--- src/rtl/txfifo_irq_level.sv ---
module txfifo_irq_level #(
  parameter int DEPTH = 16,
  parameter int DW    = 8
) (
  input  logic          clk,
  input  logic          rst_n,
  input  logic          wr_en,
  input  logic [DW-1:0] wr_data,
  input  logic          pop,
  output logic [DW-1:0] pop_data,
  output logic          tx_avail,
  input  logic [1:0]    lvl_sel,
  input  logic [3:0]    mask,
  input  logic          rd_masked,
  input  logic          clr_ovf,
  output logic          irq,
  output logic [3:0]    stat_view
);
  localparam int AW = $clog2(DEPTH);
  localparam int CW = $clog2(DEPTH + 1);
  localparam logic [CW-1:0] FULL_CNT = CW'(DEPTH);
  localparam logic [CW-1:0] QTR_CNT  = CW'(DEPTH / 4);
  localparam logic [CW-1:0] HALF_CNT = CW'(DEPTH / 2);
  localparam logic [AW-1:0] LAST_PTR = AW'(DEPTH - 1);

  logic [DW-1:0] mem [DEPTH];
  logic [AW-1:0] wptr, rptr;
  logic [CW-1:0] cnt;
  logic          ovf;
  logic          full, empty, wr_ok, pop_ok, thr;
  logic [3:0]    raw;

  assign full   = (cnt == FULL_CNT);
  assign empty  = (cnt == '0);
  assign wr_ok  = wr_en && !full;
  assign pop_ok = pop && !empty;

  always_ff @(posedge clk) begin
    if (wr_ok) mem[wptr] <= wr_data;
  end

  always_ff @(posedge clk) begin
    if (!rst_n) begin
      wptr <= '0;
      rptr <= '0;
      cnt  <= '0;
    end else begin
      if (wr_ok)  wptr <= (wptr == LAST_PTR) ? '0 : wptr + 1'b1;
      if (pop_ok) rptr <= (rptr == LAST_PTR) ? '0 : rptr + 1'b1;
      case ({wr_ok, pop_ok})
        2'b10:   cnt <= cnt + 1'b1;
        2'b01:   cnt <= cnt - 1'b1;
        default: cnt <= cnt;
      endcase
    end
  end

  always_ff @(posedge clk) begin
    if (!rst_n)                 ovf <= 1'b0;
    else if (clr_ovf)           ovf <= 1'b0;
    else if (wr_en && full)     ovf <= 1'b1;
  end

  always_comb begin
    case (lvl_sel)
      2'b00:   thr = empty;
      2'b01:   thr = (cnt <= QTR_CNT);
      2'b10:   thr = (cnt <= HALF_CNT);
      default: thr = !full;
    endcase
  end

  assign raw       = {ovf, full, empty, thr};
  assign stat_view = rd_masked ? (raw & mask) : raw;
  assign irq       = thr & mask[0];
  assign pop_data  = mem[rptr];
  assign tx_avail  = !empty;
endmodule


--- config.mk ---
export PLATFORM = sky130hd
export DESIGN_NAME = txfifo_irq_level
export DESIGN_NICKNAME = d
export VERILOG_FILES = /design/src/rtl/txfifo_irq_level.sv
export SDC_FILE = /design/constraint.sdc
export NUM_CORES = 1
export LEC_CHECK = 0
export ABC_CLOCK_PERIOD_IN_PS = 4200
export BUFFER_PORTS_ARGS = -buffer_cell sky130_fd_sc_hd__buf_2
export CORE_UTILIZATION = 55
export CTS_BUF_LIST = sky130_fd_sc_hd__clkbuf_8
export DETAILED_ROUTE_END_ITERATION = 10
export GPL_ROUTABILITY_DRIVEN = 0
export MAX_ROUTING_LAYER = met4
export PLACE_DENSITY = 0.71
export REMOVE_ABC_BUFFERS = 1
export SLEW_MARGIN = 20
export SYNTH_ARGS = -nofsm -noshare
export SYNTH_HDL_FRONTEND = slang
export SYNTH_SLANG_ARGS = --single-unit
--- constraint.sdc ---
create_clock -name clk -period 4.2 [get_ports clk]
set_clock_uncertainty 0.05 [all_clocks]
set_input_delay 0.84 -clock clk [delete_from_list [all_inputs] [get_ports clk]]
set_output_delay 0.84 -clock clk [all_outputs]
set_load 0.1 [all_outputs]
==> results.md <==
CTS:
- The total clock sinks is 146.
- Clock latency on the worst-skew pair, taken at its later pin, is around 0.43 ns.
- CTS placed an instance of clkbuf_8 at the clock tree root.
- TritonCTS built the clock tree.
- The clock-pin slew of the registers on the worst-case setup and hold paths is 0.07 ns.
- Counting along the longest clock path gives a buffer depth of 2.
- The count of instances resized after the clock tree is built is 0.
- The number of clock buffers added by TritonCTS is 17.
- The H-tree level count is 4.
- After clock tree synthesis, the flow added hold-fix buffers numbering 0.
- The number of buffers added for setup after CTS is 0.

Final layout:
- At the end of the flow, the number of nets in the layout was 403.
- The library cell used most frequently in the layout, excluding fill and tap cells, is edfxtp_1.
- The number of inserted diodes is 0.
- In the layout the commonest cells are 128 x edfxtp_1, 40 x mux4_2, 33 x buf_2.
- The number of inserted filler cells in the final layout is 724.
- The area growth from synthesis to layout is 11.4%.
- Of the cells placed in the final design, the portion with a size suffix greater than 1 is 0.293.
- The utilization of the core after routing is 0.640.

Power:
- The cell-internal power is about 2.6 mW.
- Of the total power, the clock network draws 0.239.
- For this design the total switching power over the nets is 1.46 mW.
- The completed layout was analyzed and its total power is a little over 4 mW.
- The power density of the placed cells is 606 mW/mm^2.
- The share of total power dissipated in combinational logic is 0.338.
- The part of the power in registers is 0.423.
- The switching part of the total power is 0.361.
- The worst-case IR drop observed on VDD is ~0.83 mV.
- The leakage power is 2.21 nW.

Logic synthesis:
- The sequential area share after synthesis is 0.703.
- In the synthesized netlist the dominant register cell turns out to be edfxtp_1.
- The post-synthesis cell type with the largest combined area is edfxtp_1.
- The share of synthesized area in the top cell type comes to 0.642.
- Of all flip-flops after synthesis, the portion carrying an async set or reset was 0.
- Ranked by total cell area, the synthesized netlist is headed by edfxtp_1 64%, mux4_2 15%, dfxtp_1 6.0%.
- The number of enable flip-flop cells after synthesis is approximately 130.
- The synthesized design contains ~150 register bits.
- The cell area that synthesis handed to floorplanning was 0.00598 sq mm.
- For this run, the number of Yosys warnings is 0.
- The cell count after synthesis is approximately 330.
- The post-synthesis cell type count is 44.
- The mean instance size in the synthesized netlist is around 18 sq um.

Outcome:
- The run finished with clean final reports.

Timing:
- The smallest clock period supported by the final layout is computed as 3.54 ns.
- Setup violations remaining at the end of the flow were counted as 0.
- The actual transition at the worst max-transition pin is roughly 1.1 ns.
- In the finished design, the share of the clock period the worst path needs comes to 0.844.
- The final hold violation count is 0.
- The headroom to the max-slew limit is 0.295.
- Setup repair after global routing left no endpoint under its margin.
- The number of max-slew violations in the final report was 0.
- The total negative slack for setup checks is 0 ns.
- Static timing analysis puts the maximum clock frequency at 282 MHz.

Die:
- The floorplan step defined a core boundary enclosing approximately 0.010 sq mm.
- For this design the top-level I/O count stands at 34.
- The die covers 0.0113 sq mm.
- The die height is 106 um.
- The starting utilization of the core area is 0.574.
- The total number of placement rows is 37.
- The die width is 106 um.

Setup path:
- The setup path with the least slack is of type flop to primary output.
- Walking the worst path, the cells encountered are buf_4 -> mux4_2 -> mux4_2 -> buf_2.
- The cell that appears most often on the critical path is mux4_2.
- The worst path arrival time is around 2.7 ns.
- In this run the worst path has a maximum fanout of 32.
- STA classifies the critical path endpoint as a primary output.
- The delay of the slowest cell on the worst path is slightly below 0.6 ns.
- On the critical path, the stage with the largest delay is an instance of mux4_2.
- STA puts the critical path data required time at 3.31 ns.
- The worst setup path is launched from a flop.

Placement:
- Buffers placed on the I/O ports in this run total 33.
- The half-perimeter wire length after detailed placement is about 7100 um.

Global routing:
- The initial antenna violation count is 0.
- The number of global-route vias before repair came to between 3000 and 4000.
- The maximum number of pins on one net before global-route repair is 33.
- The total congestion overflow after global routing is 0.
- The first-pass GRT wire length is 17600 um.
- The global router's overall resource usage is 0.230.

Detailed routing:
- The first TritonRoute pass finished after 4 iterations.
- The routed wirelength normalized by instance count is roughly 21 um.
- The overall via count from detail_route is ~3100.
- The total wire length after detailed routing is between 10000 and 15000 um.
- The number of nets with antenna violations after routing is 0.
- Using the TritonRoute via totals, the vias-per-cell ratio works out to approximately 5.8.
- After detailed routing, the number of remaining DRC violations is 0.
- The number of violations reported at the end of detailed-routing iteration 0 is ~340.

Run:
- Across the run, the number of max-cap violations was 0.

Min path:
- The path class of the tightest hold or removal check is flop to flop.
==> critical path, delay by kind of cell, from the launching register on <==
kind | cells | cell delay (ns)
muxes | 2 | 1.09
DFF | 1 | 0.32
buffers and inverters | 2 | 0.80
==> Yosys cell counts (3+ instances only) <==
library cell,n
nand3_1,3
nand2_1,13
nor2b_1,6
a311oi_1,3
buf_2,3
nand2b_1,4
a21oi_1,8
xnor2_1,4
mux4_2,40
and2_1,5
a21boi_0,5
clkbuf_1,8
dfxtp_1,18
o21ai_0,3
nor2_1,18
edfxtp_1,128
o21a_1,3
inv_1,13
nor3_1,8
a211oi_1,3
ha_1,7
==> flip-flops by register name, indices dropped and copies added (netlist names), named ones only <==
signal,cells
mem,128
cnt,5
rptr,4
wptr,4
ovf,1
==> routing by layer <==
metal,up-vias,share of wire,track usage
met3,6,0.067,0.0699
met1,1537,0.43,0.307
met4,0,0.0077,0.0823
met2,105,0.50,0.337
li1,1414,-,-
met5,-,0,-
==> final timing paths <==
kind                               from          end  slack [ns]  cells past startpoint
worst min register to register  rptr[1]      rptr[1]        0.47                      2
worst max-delay path               flop  pop_data[1]        0.66                      4
worst max register to register   cnt[1]       cnt[4]        1.03                     10
worst min-delay path            rptr[1]      rptr[1]        0.47                      2
==> power groups by stage <==
| stage | combinational, mW | clock [mW] | sequential [mW] |
|---|---|---|---|
| after floorplan | 1.07 | 0 | 1.80 |
| after global placement | 1.36 | 0 | 1.74 |
| after detailed placement | 1.38 | 0 | 1.74 |
| after CTS | 1.38 | 0.988 | 1.71 |
| after global routing | 1.45 | 1.05 | 1.72 |
| final | 1.36 | 0.967 | 1.71 |
==> cell families (layout without fill, tap and decap cells) <==
logic type / after synthesis / count (layout) / synth area share
AO/OA/AOI/OAI: 35 / 35 / 0.0441
flip-flops: 146 / 146 / 0.703
adder cells (fa/ha/maj): 7 / 7 / 0.0146
buffers and inverters: 30 / 88 / 0.0224
XOR/XNOR: 5 / 5 / 0.00732
AND/OR/NAND/NOR: 67 / 67 / 0.0567
multiplexers: 41 / 41 / 0.152
==> metrics by stage <==
stage               setup slack [ns]  hold WS [ns]  std cells  cell area (sq um)
finish                         0.657         0.468        525               6660
global route                   0.484         0.473        525               6660
CTS                            0.554         0.469        525               6660
detailed placement             0.945         0.462        493               6310
global placement                1.04         0.442        493               6310
floorplan                     0.0510         0.427        315               5900
==> cell type report <==
class | instances | area (sq um) | area share
clock buffer | 20 | 275 | 0.0413
clock inverter | 12 | 80.1 | 0.0120
inverter | 14 | 55.1 | 0.00826
multi-input combinational | 155 | 1650 | 0.247
sequential | 146 | 4210 | 0.631
tap | 136 | 170 | 0.0255
timing repair buffer | 42 | 233 | 0.0349
Note: power is estimated with default switching activity, not from simulation.
